File: src/rtl/prg_map_pkg.sv
package prg_map_pkg;

    localparam int REG_W     = 8;
    localparam int NUM_SLOTS = 4;
    localparam int SLOT_IW   = $clog2(NUM_SLOTS);

    typedef enum logic [1:0] {
        MODE_WIDE        = 2'd0,
        MODE_HALF        = 2'd1,
        MODE_QUARTER     = 2'd2,
        MODE_QUARTER_REV = 2'd3
    } size_mode_e;

    // Units of the returned bank number
    localparam logic [1:0] WSZ_32K = 2'd0;
    localparam logic [1:0] WSZ_16K = 2'd1;
    localparam logic [1:0] WSZ_8K  = 2'd2;

    // Mirror bits 0..6 about bit 3, drop bit 7
    function automatic logic [REG_W-1:0] mirror7(input logic [REG_W-1:0] v);
        return {1'b0, v[0], v[1], v[2], v[3], v[4], v[5], v[6]};
    endfunction

endpackage

File: src/rtl/prg_map_regs.sv
module prg_map_regs
    import prg_map_pkg::*;
(
    input  logic                              clk,
    input  logic                              rst_n,
    input  logic                              wr_en,
    input  logic [15:0]                       wr_addr,
    input  logic [REG_W-1:0]                  wr_data,
    output logic [NUM_SLOTS-1:0][REG_W-1:0]   bank_q,
    output size_mode_e                        size_q,
    output logic                              top_prog_q,
    output logic                              low_rom_q
);

    logic bank_hit;
    logic mode_hit;

    assign bank_hit = wr_en && (wr_addr[15:11] == 5'b10000);
    assign mode_hit = wr_en && (wr_addr[15:11] == 5'b11010) && (wr_addr[1:0] == 2'd0);

    always_ff @(posedge clk) begin
        if (!rst_n) begin
            bank_q <= '0;
        end else if (bank_hit) begin
            bank_q[wr_addr[SLOT_IW-1:0]] <= wr_data;
        end
    end

    always_ff @(posedge clk) begin
        if (!rst_n) begin
            size_q     <= MODE_WIDE;
            top_prog_q <= 1'b0;
            low_rom_q  <= 1'b0;
        end else if (mode_hit) begin
            size_q     <= size_mode_e'(wr_data[1:0]);
            top_prog_q <= wr_data[2];
            low_rom_q  <= wr_data[7];
        end
    end

    AST_BANK_HOLD: assert property (@(posedge clk) disable iff (!rst_n)
        (!wr_en || wr_addr[15:11] != 5'b10000) |=> $stable(bank_q));

    AST_BANK_LOAD: assert property (@(posedge clk) disable iff (!rst_n)
        (wr_en && wr_addr[15:11] == 5'b10000) |=>
            bank_q[$past(wr_addr[1:0])] == $past(wr_data));

    AST_MODE_HOLD: assert property (@(posedge clk) disable iff (!rst_n)
        (!wr_en || wr_addr[15:11] != 5'b11010 || wr_addr[1:0] != 2'd0) |=>
            ($stable(size_q) && $stable(top_prog_q) && $stable(low_rom_q)));

endmodule

File: src/rtl/prg_map_calc.sv
module prg_map_calc
    import prg_map_pkg::*;
#(
    parameter int BANK_W = 9
) (
    input  logic                              clk,
    input  logic                              rst_n,
    input  logic [NUM_SLOTS-1:0][REG_W-1:0]   bank_q,
    input  size_mode_e                        size_q,
    input  logic                              top_prog_q,
    input  logic [BANK_W-1:0]                 and_mask,
    input  logic [BANK_W-1:0]                 or_offset,
    output logic [NUM_SLOTS-1:0][BANK_W-1:0]  slot_bank,
    output logic [1:0]                        slot_size,
    output logic [BANK_W-1:0]                 low_bank
);

    logic [REG_W-1:0]  top_val;
    logic [BANK_W-1:0] mask_w, ofs_w, mask_h, ofs_h;
    logic [REG_W-1:0]  low_raw;

    assign top_val = top_prog_q ? bank_q[NUM_SLOTS-1] : {REG_W{1'b1}};
    assign mask_w  = and_mask  >> 2;
    assign ofs_w   = or_offset >> 2;
    assign mask_h  = and_mask  >> 1;
    assign ofs_h   = or_offset >> 1;

    generate
        for (genvar s = 0; s < NUM_SLOTS; s++) begin : g_slot
            logic [REG_W-1:0] raw;
            logic [REG_W-1:0] half_src;
            assign raw      = (s == NUM_SLOTS-1) ? top_val : bank_q[s];
            assign half_src = (s < NUM_SLOTS/2)  ? bank_q[1] : top_val;
            always_comb begin
                unique case (size_q)
                    MODE_WIDE:    slot_bank[s] = (BANK_W'(top_val)  & mask_w) | ofs_w;
                    MODE_HALF:    slot_bank[s] = (BANK_W'(half_src) & mask_h) | ofs_h;
                    MODE_QUARTER: slot_bank[s] = (BANK_W'(raw) & and_mask) | or_offset;
                    default:      slot_bank[s] = (BANK_W'(mirror7(raw)) & and_mask) | or_offset;
                endcase
            end
        end
    endgenerate

    always_comb begin
        unique case (size_q)
            MODE_WIDE: begin
                low_raw   = {bank_q[3][REG_W-3:0], 2'b11};
                slot_size = WSZ_32K;
            end
            MODE_HALF: begin
                low_raw   = {bank_q[3][REG_W-2:0], 1'b1};
                slot_size = WSZ_16K;
            end
            MODE_QUARTER: begin
                low_raw   = bank_q[3];
                slot_size = WSZ_8K;
            end
            default: begin
                low_raw   = mirror7(bank_q[3]);
                slot_size = WSZ_8K;
            end
        endcase
    end

    assign low_bank = (BANK_W'(low_raw) & and_mask) | or_offset;

    AST_WIDE_UNIFORM: assert property (@(posedge clk) disable iff (!rst_n)
        (size_q == MODE_WIDE) |->
            (slot_bank[0] == slot_bank[1] && slot_bank[1] == slot_bank[2]
             && slot_bank[2] == slot_bank[3]));

    AST_HALF_PAIRS: assert property (@(posedge clk) disable iff (!rst_n)
        (size_q == MODE_HALF) |->
            (slot_bank[0] == slot_bank[1] && slot_bank[2] == slot_bank[3]));

    AST_LOW_ODD: assert property (@(posedge clk) disable iff (!rst_n)
        (size_q != MODE_QUARTER && size_q != MODE_QUARTER_REV && and_mask[0] && !or_offset[0])
            |-> low_bank[0]);

endmodule

File: src/rtl/prg_map.sv
module prg_map
    import prg_map_pkg::*;
#(
    parameter int BANK_W      = 9,
    parameter bit RAM_PRESENT = 1'b1
) (
    input  logic              clk,
    input  logic              rst_n,
    input  logic              wr_en,
    input  logic [15:0]       wr_addr,
    input  logic [7:0]        wr_data,
    input  logic [BANK_W-1:0] and_mask,
    input  logic [BANK_W-1:0] or_offset,
    input  logic [15:0]       cpu_addr,
    output logic [BANK_W-1:0] rom_bank,
    output logic [1:0]        win_size,
    output logic              rom_sel,
    output logic              ram_sel
);

    logic [NUM_SLOTS-1:0][REG_W-1:0]  bank_q;
    size_mode_e                       size_q;
    logic                             top_prog_q;
    logic                             low_rom_q;
    logic [NUM_SLOTS-1:0][BANK_W-1:0] slot_bank;
    logic [1:0]                       slot_size;
    logic [BANK_W-1:0]                low_bank;

    prg_map_regs u_regs (
        .clk        (clk),
        .rst_n      (rst_n),
        .wr_en      (wr_en),
        .wr_addr    (wr_addr),
        .wr_data    (wr_data),
        .bank_q     (bank_q),
        .size_q     (size_q),
        .top_prog_q (top_prog_q),
        .low_rom_q  (low_rom_q)
    );

    prg_map_calc #(.BANK_W(BANK_W)) u_calc (
        .clk        (clk),
        .rst_n      (rst_n),
        .bank_q     (bank_q),
        .size_q     (size_q),
        .top_prog_q (top_prog_q),
        .and_mask   (and_mask),
        .or_offset  (or_offset),
        .slot_bank  (slot_bank),
        .slot_size  (slot_size),
        .low_bank   (low_bank)
    );

    always_comb begin
        rom_bank = '0;
        win_size = WSZ_32K;
        rom_sel  = 1'b0;
        ram_sel  = 1'b0;
        if (cpu_addr[15]) begin
            rom_bank = slot_bank[cpu_addr[14:13]];
            win_size = slot_size;
            rom_sel  = 1'b1;
        end else if (cpu_addr[15:13] == 3'b011) begin
            win_size = WSZ_8K;
            if (low_rom_q) begin
                rom_bank = low_bank;
                rom_sel  = 1'b1;
            end else begin
                ram_sel  = RAM_PRESENT;
            end
        end
    end

    AST_SEL_EXCL: assert property (@(posedge clk) disable iff (!rst_n)
        !(rom_sel && ram_sel));

    AST_NO_RAM: assert property (@(posedge clk) disable iff (!rst_n)
        (RAM_PRESENT == 1'b0) |-> !ram_sel);

    AST_LOW_SPACE: assert property (@(posedge clk) disable iff (!rst_n)
        (cpu_addr < 16'h6000) |-> (!rom_sel && !ram_sel && rom_bank == '0));

    AST_UPPER_ROM: assert property (@(posedge clk) disable iff (!rst_n)
        cpu_addr[15] |-> (rom_sel && !ram_sel));

endmodule

File: config.mk
export PLATFORM = sky130hd
export DESIGN_NAME = prg_map
export DESIGN_NICKNAME = d
export VERILOG_FILES = /design/src/rtl/prg_map_pkg.sv /design/src/rtl/prg_map_regs.sv /design/src/rtl/prg_map_calc.sv /design/src/rtl/prg_map.sv
export SDC_FILE = /design/constraint.sdc
export NUM_CORES = 1
export LEC_CHECK = 0
export BUFFER_PORTS_ARGS = -buffer_cell sky130_fd_sc_hd__buf_2
export CAP_MARGIN = 20
export CORE_MARGIN = 10
export CORE_UTILIZATION = 40
export DETAILED_ROUTE_END_ITERATION = 8
export MAX_ROUTING_LAYER = met4
export PLACE_DENSITY = 0.72
export SYNTH_ARGS = -nofsm -noshare
export SYNTH_HDL_FRONTEND = slang
export SYNTH_SLANG_ARGS = --single-unit
File: constraint.sdc
create_clock -name clk -period 1.6 [get_ports clk]
set_input_delay 0.32 -clock clk [delete_from_list [all_inputs] [get_ports clk]]
set_output_delay 0.32 -clock clk [all_outputs]
set_load 0.02 [all_outputs]
Word level (Yosys, flattened, before mapping)
Cells that the tools add are included.

storage, ports and cells
  bits in registers = 36
  latch bits = 0
  bits in writable memories = 0
  ROM bits = 0
  logic and storage cells = 68
  memories kept = 0

operators by class
  add/subtract/negate cells = 0
  $mul = 0
  div/mod/pow operators = 0
  order comparisons = 3
  equal/unequal tests = 5
  shift operators = 0
  multiplexer cells = 23
  bitwise operators = 24
  reductions and logical operators = 6

operators by type and width
  cell                                                                   number
  9-bit one-hot mux with 3 select lines                                  4
  9-bit OR                                                               9
  8-bit by 9-bit AND with 9-bit output                                   5
  7-bit by 9-bit AND with 9-bit output                                   4
  9-bit 2-to-1 mux                                                       4
  32-bit bitwise mux                                                     1
  8-bit one-hot mux with 3 select lines                                  1
  9-bit binary-select mux with 2-bit select                              1
  9-bit by 8-bit OR with 9-bit output                                    2
  8-bit AND                                                              2
  8-bit demux with 2-bit select                                          1
  8-bit 2-to-1 mux                                                       2
  5-bit equality test, second input constant                             2
  9-bit by 7-bit OR with 9-bit output                                    1
  8-bit by 7-bit AND with 8-bit output                                   1
  2-bit by 3-bit < comparator with 1-bit output, second input constant   2
  1-bit 2-to-1 mux                                                       6
  1-bit logical AND                                                      4
  2-bit logical NOT                                                      2
  2-bit 2-to-1 mux                                                       2
  2-bit one-hot mux with 2 select lines                                  1
  3-bit by 2-bit equality test with 1-bit output, second input constant  1
  2-bit by 1-bit equality test with 1-bit output, second input constant  1
  2-bit equality test, second input constant                             1
  2-bit by 1-bit >= comparator with 1-bit output, second input constant  1

Longest topological paths before layout
Gate-level depths: netlist of run 1.

  word-level depth = 7
  mapped depth = 7

By module
From an unflattened synthesis of run 1, not the netlist that was laid out.

unflattened totals
  cell total of the unflattened synthesis = 400
  area total of the unflattened synthesis = 3095.5 um2

modules (own cells, without submodules)
  module        instances  cells an instance  area each (um2)  sequential area each (um2)
  prg_map_calc  1          239                1382.6           0.0
  prg_map_regs  1          132                1361.3           720.7
  prg_map       1          29                 351.6            0.0

Least setup slack after synthesis of run 1
No wires, ideal clock.

  path kind = input -> output
  start point = in cpu_addr[13]
  end point = out rom_bank[1]
  arrival = 1.767 ns
  setup slack = -0.487 ns
  cell stages on the path = 6
  buffers on the path = 2
  cell sequence = buf_6 -> buf_12 -> a311oi_1 -> a211o_1 -> a21oi_1 -> o41ai_1

between the ends
  cells in the longest elaborated chain, start to end = 3

ends and longest elaborated chain
  what                                                                                                         line                          text
  start, declared                                                                                              prg_map.sv:14                 input logic [15:0] cpu_addr,
  9-bit binary-select mux with 2-bit select or 3-bit by 2-bit equality test with 1-bit output (tied branches)  prg_map.sv:60, prg_map.sv:63
  9-bit 2-to-1 mux (on tied branches)                                                                          prg_map.sv:60, prg_map.sv:63
  9-bit 2-to-1 mux (*)                                                                                         prg_map.sv:59                 if (cpu_addr[15]) begin
  end, declared                                                                                                prg_map.sv:15                 output logic [BANK_W-1:0] rom_bank,

Mark *: on every way between the ends. The rest lies on a longest branch, timed or not. The select of a mux whose other input is x is not followed.

Worst setup path in the final report of run 1
  start point = reg u_regs.size_q[1]
  end point = out rom_bank[6]

between the ends
  cells in the longest elaborated chain, start to end = 7

ends and longest elaborated chain
  what                                               line                                    text
  start, declared                                    prg_map_regs.sv:10                      output size_mode_e size_q,
  start signal, assigned                             prg_map_regs.sv:35                      size_q <= size_mode_e'(wr_data[1:0]);
  2-bit equality test, or another cell as far along  prg_map_calc.sv:35, prg_map_calc.sv:46
  8-bit one-hot mux with 3 select lines              prg_map_calc.sv:46                      unique case (size_q)
  8-bit by 9-bit AND with 9-bit output               prg_map_calc.sv:66                      assign low_bank = (BANK_W'(low_raw) & and_mask) | or_offset;
  9-bit OR                                           prg_map_calc.sv:66
  9-bit 2-to-1 mux                                   prg_map.sv:65                           if (low_rom_q) begin
  9-bit 2-to-1 mux                                   prg_map.sv:63                           end else if (cpu_addr[15:13] == 3'b011) begin
  9-bit 2-to-1 mux (*)                               prg_map.sv:59

Marks and branches as above.

==> results of run 1 <==
[where the power goes]
| group | switching (mW) | internal [mW] | leakage (nW) | total (mW) |
|---|---|---|---|---|
| registers | 0.00227 | 0.893 | 0.292 | 0.895 |
| clock network | 0.290 | 0.295 | 0.0410 | 0.585 |
| logic | 0.244 | 0.232 | 1.54 | 0.476 |
[critical path: cells and delay by family, from the launching register on]
kind / cells / cell delay [ns]
AOI/OAI and AO/OA: 2 / 0.51
buffers and inverters: 2 / 0.30
DFF: 1 / 0.38
and+or+nand+nor: 2 / 0.38
[synth_stat cells (all sizes together), types with 3 or more instances]
library cell	count	area share
a21boi	8	0.021
buf	18	0.048
and2	4	0.0088
a211o	6	0.018
a311oi	4	0.012
nand2	34	0.045
clkbuf	9	0.012
nor2b	33	0.073
mux2i	44	0.15
mux2	3	0.012
a21oi	18	0.032
nand3b	5	0.013
a21o	4	0.011
o211ai	5	0.013
nand3	14	0.029
nor2	15	0.020
dfxtp	36	0.25
o21ai	12	0.021
mux4	3	0.024
inv	9	0.012
o32ai	5	0.015
a31oi	5	0.011
a211oi	14	0.037
nor3	7	0.014
nand2b	9	0.022
a221oi	5	0.018
[flip-flops by register name, summed over array words and instances (netlist names)]
register	count
u_regs.bank_q	32
u_regs.low_rom_q	1
u_regs.size_q	2
u_regs.top_prog_q	1
[final cells by class]
class / instances / area [um^2] / area share
well taps: 96 / 120 / 0.0279
clock inverters: 1 / 5.00 / 0.00116
flip-flops and latches: 36 / 732 / 0.170
multi-input cells: 274 / 2230 / 0.519
clock buffers: 6 / 72.6 / 0.0169
repair buffers: 146 / 1100 / 0.256
inverters: 10 / 37.5 / 0.00873
[logic make-up after synthesis]
| kind of cell | count (synthesis) | share of synthesized area |
|---|---|---|
| muxes | 50 | 0.191 |
| AOI/OAI and AO/OA | 96 | 0.238 |
| DFF | 36 | 0.254 |
| and+or+nand+nor | 128 | 0.244 |
| buffers and inverters | 37 | 0.0740 |
[layer usage]
| metal | wire length, um | vias to the layer above | track usage |
|---|---|---|---|
| li1 | - | 1533 | - |
| met3 | 754 | 22 | 0.0316 |
| met5 | 0 | - | - |
| met1 | 4580 | 1529 | 0.242 |
| met2 | 4910 | 159 | 0.299 |
| met4 | 272 | 0 | 0.0706 |
[final timing paths]
check | end
max | rom_bank[6]
min | u_regs.bank_q[4]
max reg2reg | u_regs.size_q[0]
min reg2reg | u_regs.bank_q[0]
[repair_timing]
action                     CTS  global route
setup buffers                9             4
setup endpoints to repair   12            11
pin swaps                   10            12
resized for setup           60            14
[cell usage in the layout, fill, tap and decap left out, types with 12 or more instances in the layout]
cell type	synthesis	routed
buf_4	3	88
mux2i_1	44	43
buf_2	10	41
dfxtp_1	36	33
nand2_1	34	31
nor2b_1	33	31
nor2_1	15	13
nand3_1	13	12
a211oi_1	14	12
buf_6	4	12
==> summary.md, run 1 <==
| Metric | Value |
|---|---|
| Final Util | 0.629 |
| RSZ-0062 raised after global routing | true |
| Leakage | 1.87 nW |
| First-pass GRT wire length | 16.9 mm |
| Period minus WS final | 2.17 ns |
| Synth Net Count | 408 |
| Htree depth | 2 |
| Crit Path Max Fanout | 6 |
| Arrival time worst endpoint | 1.85 ns |
| Drt wl/cell | 18.5 um |
| FF-to-FF setup slack | 0.62 ns |
| Fin Setup TNS | -4.47 ns |
| Worst r2r path cells | 4 |
| Total grt overflow | 0 |
| DRC viols | 0 |
| Failing checks | negative setup slack |
| Worst vdd ir | 463 uV |
| Fillers | 603 |
| Post-Syn Instances | 347 |
| Final clock skew | 0 ns |
| Top_reg_cell synth | dfxtp_1 |
| Hold slack | 0.341 ns |
| Power per cell area | 455 mW/mm^2 |
| Setup-failing EPs final | 11 |
| Initial antenna violation count | 0 |
| GP Congestion | 0.925 |
| CTS tree | built |
| Worst-margin pin slew | 0.472 ns |
| Avg Vias per Cell | 5.70 |
| DRT antenna net count | 0 |
| Die Ht | 104 um |
| Largest net degree at the start of global routing | 37 |
| Final Power | 1.96 mW |
| Core Area | 0.00683 mm^2 |
| CP max stage delay | 0.38 ns |
| # placed instances | 550 |
| Number of global-route vias before repair | 3211 |
| HPWL Detailed | 8.23 mm |
| Seq cells post-synth | 36 |
| Via count | 3243 |
| Starting Density | 0.416 |
| Num Clock Sinks | 36 |
| DR pass1 iterations | 5 |
| Max Freq | 460 MHz |
| Setup ws final | -0.574 ns |
| Syn avg cell area | 8.19 um^2 |
| Number of enable flip-flop cells after synthesis | 0 |
| Ports | 74 |
| Share of layout cells above drive strength 1 | 0.461 |
| Final Non-Filler Cells | 569 |
| Hold/Removal Path Class | in -> reg |
| GR Util All Layers | 0.192 |
| Max-cap violation count | 0 |
| Min-Delay Path Depth | 3 |
| CTS max path bufs | 2 |
| Chip width | 104 um |
| Worst setup EP type | primary output |
| Synth-to-Final Area Change | 51.3% |
| Async S/R FF share, synth | 0 |
| Placed cell areas | 0.00385 mm^2 |
| Max-slew violations | 0 |
| Ys Warns | 0 |
| Final WL | 10.5 mm |
| Post-synthesis sequential area ratio | 0.254 |
| Hold Startpoint | wr_data[4] |
| Antenna cells | 0 |
| Slowest stage cell on the critical path | dfxtp_4 |
| CTS root buffer | clkbuf_8 |
| IO Port Bufs | 51 |
| Crit-path most repeated cell | buf_6 |
| Design area | 0.00430 mm^2 |
| Cts hold-fix bufs | 0 |
| Worst-skew pair later-pin latency | 0.28 ns |
| Fin. Hold Viols | 0 |
| Row count | 30 |
| Crit path kind | reg -> out |
| Fin crit share | 1.36 |
| Netlist Area Pre-Place | 0.00284 mm^2 |
| Clk pin slew, worst setup/hold paths | 0.07 ns |
| Placement Setup Slack | -0.495 ns |
| Reg2Reg Launch Point | u_regs.size_q[0] |
| First DRT Iteration DRCs | 120 |
| CTS buffer count | 5 |
| Outcome | finished, violations left |
| Crit path cell chain | buf_6 -> or2b_4 -> o211ai_1 -> nor3_2 -> o32ai_4 -> buf_6 |
| Crit start category | register |
| Slew headroom | 0.685 |
| Final net count | 534 |
| WP data required | 1.28 ns |
| Cell variety after synth | 48 |
| Critical Path Source | u_regs.size_q[1] |
| Die ar. | 0.0109 mm^2 |
Power figures use the tool's default switching activity.
==> run 2: changes to the inputs <==
- CTS_CLUSTER_SIZE: not set -> 24
- clock period: 1.6 -> 2 ns (I/O delays scaled with it)
==> summary.md, run 2 (synthesized netlist as in run 1, its figures left out) <==
| Metric | Value |
|---|---|
| Outcome | finished, violations left |
| Failing checks | negative setup slack |
| First DRT Iteration DRCs | 224 (+87%) |
| Clk pwr share | 0.336 (+0.037) |
| Fillers | 653 (+8.3%) |
| Drt wl/cell | 18.5 um (-0.20%) |
| Max reg flops | 32 (unchanged) |
| HPWL Detailed | 7.64 mm (-7.1%) |
| CTS max path bufs | 2 (unchanged) |
| Fin. Hold Viols | 0 (unchanged) |
| Max-slew violations | 0 (unchanged) |
| Total grt overflow | 0 (unchanged) |
| Period minus WS final | 2.26 ns |
| Htree depth | 2 (unchanged) |
| Max-cap violation count | 0 (unchanged) |
| Crit path kind | reg -> out |
| Avg Vias per Cell | 5.73 (+0.47%) |
| Final Power | 1.57 mW (-20%) |
| Hold slack | 0.416 ns (+0.0749 ns) |
| Setup ws final | -0.260 ns (+0.314 ns) |
| Sequential power share | 0.457 (about the same) |
| Synth-to-Final Area Change | 35.8% |
| Slew headroom | 0.683 (-0.00223) |
| Largest regs | u_regs.bank_q (32), u_regs.size_q (2) |
| Final net count | 501 (-6.2%) |
| Ports | 74 (unchanged) |
| Leakage | 1.66 nW (-11%) |
| Power per cell area | 407 mW/mm^2 (-11%) |
| Arrival time worst endpoint | 1.86 ns (about the same) |
| Most frequent cells in the layout | buf_4 (62), mux2i_1 (43), buf_2 (43) |
| DR pass1 iterations | 5 (unchanged) |
| GR Util All Layers | 0.182 (-0.00999) |
| Largest reg by FF count | u_regs.bank_q |
| First-pass GRT wire length | 16.1 mm (-4.4%) |
| Fin Setup TNS | -1.68 ns (+2.80 ns) |
| Initial antenna violation count | 0 (unchanged) |
| Die ar. | 0.0109 mm^2 (unchanged) |
| Antenna cells | 0 (unchanged) |
| Share of layout cells above drive strength 1 | 0.372 (-0.0890) |
| WP data required | 1.60 ns (+0.32 ns) |
| Core Area | 0.00683 mm^2 (unchanged) |
| Fin crit share | 1.13 |
| Final clock skew | 0 ns (unchanged) |
| Worst setup EP type | primary output |
| CTS root buffer | clkbuf_8 |
| RSZ-0062 raised after global routing | true |
| Via count | 3075 (-5.2%) |
| Hold/Removal Path Class | in -> reg |
| Crit path cell chain | buf_12 -> and2b_2 -> o2111ai_2 -> a32oi_1 -> a221oi_1 -> o22ai_1 -> buf_4 |
| Cts hold-fix bufs | 0 (unchanged) |
| Clk pin slew, worst setup/hold paths | 0.07 ns (about the same) |
| Worst-margin pin slew | 0.476 ns (+0.00334 ns) |
| CTS tree | built |
| CTS buffer count | 5 (unchanged) |
| Number of global-route vias before repair | 3103 (-3.4%) |
| DRT antenna net count | 0 (unchanged) |
| Num Clock Sinks | 36 (unchanged) |
| GP Congestion | 0.949 (+2.6%) |
| Chip width | 104 um (unchanged) |
| Pint | 1.14 mW (-20%) |
| Worst vdd ir | 457 uV (-1.3%) |
| Setup-failing EPs final | 8 (-3) |
| Largest net degree at the start of global routing | 37 (unchanged) |
| Switching power of the nets | 433 uW (-19%) |
| Worst-skew pair later-pin latency | 0.29 ns (about the same) |
| Most common cell after layout, fill and taps aside | buf_4 |
| Final WL | 9.91 mm (-5.8%) |
| Combinational fraction of design power | 0.207 (-0.036) |
| Slowest stage cell on the critical path | dfxtp_4 |
| Row count | 30 (unchanged) |
| Die Ht | 104 um (unchanged) |
| Sw frac | 0.276 (+0.00187) |
| Max Freq | 442 MHz |
| CP max stage delay | 0.38 ns (about the same) |
| DRC viols | 0 (unchanged) |
| IO Port Bufs | 51 (unchanged) |
| Crit Path Max Fanout | 11 (+5) |
| Crit start category | register |
| Starting Density | 0.416 (unchanged) |
-- run 2: path summary, 6_finish.rpt --
path	startpoint	endpoint	slack, ns	depth (start not counted)
setup / recovery	u_regs.size_q[1]	rom_bank[7]	-0.26	7
hold reg to reg	u_regs.bank_q[7]	u_regs.bank_q[7]	0.48	2
setup reg to reg	u_regs.size_q[1]	u_regs.size_q[1]	1.05	3
hold / removal	wr_data[4]	u_regs.bank_q[4]	0.42	3
-- run 2: cell type report --
class                   count  area [um^2]  share of cell area
clock buffers               6         82.6              0.0214
clock inverters             2         10.0             0.00259
inverters                  10         37.5             0.00972
multi-input cells         274         2070               0.536
flip-flops and latches     36          729               0.189
well taps                  96          120              0.0311
repair buffers            113          810               0.210
-- run 2: routing by layer --
metal,part of all wire,vias to the layer above,global-route usage
met4,0.011,0,0.0437
met1,0.47,1467,0.236
met5,0,-,-
met3,0.052,14,0.0266
met2,0.47,133,0.289
li1,-,1461,-
-- run 2: worst max-delay path, delay by kind of cell (launching register included) --
| kind | cells | cell delay [ns] |
|---|---|---|
| AOI/OAI and AO/OA | 4 | 0.67 |
| DFF | 1 | 0.38 |
| and+or+nand+nor | 1 | 0.18 |
| buffers and inverters | 2 | 0.34 |
-- run 2: what timing repair did --
action / CTS / global route
pin swaps: 9 / 2
gates resized for setup: 38 / 10
cloned: 1 / 0
endpoints found under the setup margin: 10 / 10
setup buffers: 3 / 2
-- run 2: power by group through the flow --
stage	clock network (mW)	logic, mW	registers, mW
3_5_place_dp	0	0.297	0.736
4_1_cts	0.536	0.315	0.717
2_1_floorplan	0	0.159	0.735
3_3_place_gp	0	0.293	0.736
6_report	0.528	0.324	0.717
5_1_grt	0.565	0.347	0.717
-- run 2: through the flow --
| stage | util | instance area (um^2) | cells | setup slack (ns) |
|---|---|---|---|---|
| 2_1_floorplan | - | 2880 | 347 | 0.00159 |
| 3_3_place_gp | 0.516 | 3530 | 523 | -0.343 |
| 3_5_place_dp | 0.516 | 3530 | 523 | -0.388 |
| 4_1_cts | 0.556 | 3800 | 535 | -0.265 |
| 5_1_grt | 0.565 | 3860 | 537 | -0.345 |
| 6_report | 0.565 | 3860 | 537 | -0.260 |
==> run 3: changes to the inputs <==
- ABC_CLOCK_PERIOD_IN_PS: not set -> 2600
- PLACE_DENSITY: 0.72 -> 0.69
- RECOVER_POWER: not set -> 100
- clock period: 2 -> 2.6 ns (I/O delays scaled with it)
==> summary.md, run 3 (synthesized netlist as in run 1, its figures left out) <==
| Metric | Value |
|---|---|
| Outcome | finished, final reports clean |
| Setup ws final | 0.0828 ns (+0.343 ns) |
| Crit-path most repeated cell | buf_4 |
| DRC viols | 0 (unchanged) |
| Htree depth | 2 (unchanged) |
| Total grt overflow | 0 (unchanged) |
| Drt wl/cell | 18.2 um (-1.7%) |
| Worst path bufs/invs | 3 (+1) |
| Worst-margin pin slew | 0.620 ns (+0.144 ns) |
| Core Area | 0.00683 mm^2 (unchanged) |
| Max Freq | 397 MHz |
| Worst vdd ir | 181 uV (-60%) |
| Clk pin slew, worst setup/hold paths | 0.07 ns (about the same) |
| Row count | 30 (unchanged) |
| Worst setup EP type | primary output |
| First DRT Iteration DRCs | 143 (-36%) |
| Die Ht | 104 um (unchanged) |
| Number of global-route vias before repair | 2640 (-15%) |
| Most frequent cells in the layout | mux2i_1 (44), buf_2 (42), nand2_1 (34) |
| CTS root buffer | clkbuf_8 |
| Arrival time worst endpoint | 2.00 ns (+0.14 ns) |
| CTS max path bufs | 2 (unchanged) |
| Max-slew violations | 0 (unchanged) |
| CTS tree | built |
| RSZ-0062 raised after global routing | false |
| Synth-to-Final Area Change | 15.7% |
| Most common cell after layout, fill and taps aside | mux2i_1 |
| Ports | 74 (unchanged) |
| Slowest stage cell on the critical path | o32ai_1 |
| CTS buffer count | 5 (unchanged) |
| Final net count | 456 (-9.0%) |
| Leakage | 1.37 nW (-17%) |
| HPWL Detailed | 6.95 mm (-9.0%) |
| Setup-failing EPs final | 0 (-8) |
| Fillers | 701 (+7.4%) |
| Worst-skew pair later-pin latency | 0.28 ns (about the same) |
| GRT met3 Usage | 0.0291 (+0.00248) |
| Antenna cells | 0 (unchanged) |
| Power per cell area | 351 mW/mm^2 (-14%) |
| Share of layout cells above drive strength 1 | 0.230 (-0.142) |
| DR pass1 iterations | 4 (-1) |
| Largest reg by FF count | u_regs.bank_q |
| M2 GR Usage | 0.247 (-0.0416) |
| Largest net degree at the start of global routing | 37 (unchanged) |
| Top Usage Layer GRT | met2 |
| Max reg flops | 32 (unchanged) |
| CP max stage delay | 0.30 ns (-0.08 ns) |
| Via count | 2850 (-7.3%) |
| Crit Path Max Fanout | 17 (+6) |
| Num Clock Sinks | 36 (unchanged) |
| Met1 Resource Use GR | 0.209 (-0.0267) |
| Hold/Removal Path Class | reg -> reg |
| Final WL | 8.93 mm (-9.9%) |
| Crit path cell chain | buf_4 -> buf_4 -> a211oi_1 -> a311oi_1 -> a211o_1 -> a21oi_1 -> o32ai_1 -> buf_2 |
| Largest regs | u_regs.bank_q (32), u_regs.size_q (2) |
| Crit start category | primary input |
| WP data required | 2.08 ns (+0.48 ns) |
| Die ar. | 0.0109 mm^2 (unchanged) |
| Crit path kind | in -> out |
| Fin crit share | 0.968 |
| Final clock skew | 0 ns (unchanged) |
| # placed instances | 484 (-7.5%) |
| Avg Vias per Cell | 5.79 (+1.2%) |
| Initial antenna violation count | 0 (unchanged) |
| First-pass GRT wire length | 14.2 mm (-12%) |
| Final Non-Filler Cells | 492 (-8.4%) |
| Max-cap violation count | 0 (unchanged) |
| IO Port Bufs | 51 (unchanged) |
| Starting Density | 0.416 (unchanged) |
| Period minus WS final | 2.52 ns |
| GR Util All Layers | 0.160 (-0.0221) |
| GP Congestion | 0.940 (-0.96%) |
| Fin. Hold Viols | 0 (unchanged) |
| Cts hold-fix bufs | 0 (unchanged) |
| Placement Setup Slack | -0.0266 ns (+0.361 ns) |
| Chip width | 104 um (unchanged) |
| CP top delay family | compound AO/OA/AOI/OAI gates |
| Slew headroom | 0.585 (-0.0975) |
| DRT antenna net count | 0 (unchanged) |
-- run 3: where the power goes --
| part | leakage, nW | internal (mW) | switching [mW] |
|---|---|---|---|
| Combinational | 1.03 | 0.0842 | 0.118 |
| Sequential | 0.292 | 0.553 | 0.00167 |
| Clock | 0.0455 | 0.216 | 0.182 |
-- run 3: what timing repair did --
| item | in CTS | in global routing |
|---|---|---|
| setup endpoints to repair | 6 | 7 |
| resized for setup | 3 | 9 |
| pin swaps | 0 | 0 |
| setup buffers | 0 | 0 |
-- run 3: stage by stage --
stage           util  hold WS (ns)  cell area, um^2  power (mW)  setup TNS, ns
2_1_floorplan      -         0.441             2840       0.682              0
3_3_place_gp   0.466         0.456             3180       0.763       -0.00692
3_5_place_dp   0.466         0.466             3180       0.765        -0.0266
4_1_cts        0.480         0.476             3280        1.16              0
5_1_grt        0.481         0.497             3290        1.20              0
6_report       0.481         0.476             3290        1.15              0
-- run 3: area by class of cell --
type / instances / area [um^2] / share of cell area
flip-flops and latches: 36 / 727 / 0.221
inverters: 10 / 38.8 / 0.0118
multi-input cells: 274 / 1920 / 0.583
clock buffers: 8 / 90.1 / 0.0274
well taps: 96 / 120 / 0.0365
repair buffers: 68 / 395 / 0.120
-- run 3: worst min-delay path, stage by stage, from the launching register on --
cell,delay (ns)
dfxtp_1,0.32
nand2_1,0.05
a21boi_0,0.06
-- run 3: path summary, 6_finish.rpt --
path                                       start          endpoint  slack [ns]  cells after the start
worst min-delay path            u_regs.bank_q[7]  u_regs.bank_q[7]        0.48                      2
worst max-delay path                cpu_addr[13]       rom_bank[5]        0.08                      8
worst max register to register  u_regs.size_q[1]  u_regs.size_q[1]        1.65                      3
worst min register to register  u_regs.bank_q[7]  u_regs.bank_q[7]        0.48                      2
-- run 3: routing by layer --
| layer | vias to the layer above | routed length, um |
|---|---|---|
| met5 | - | 0 |
| met4 | 0 | 106 |
| met3 | 9 | 561 |
| met2 | 114 | 4110 |
| met1 | 1356 | 4150 |
| li1 | 1371 | - |
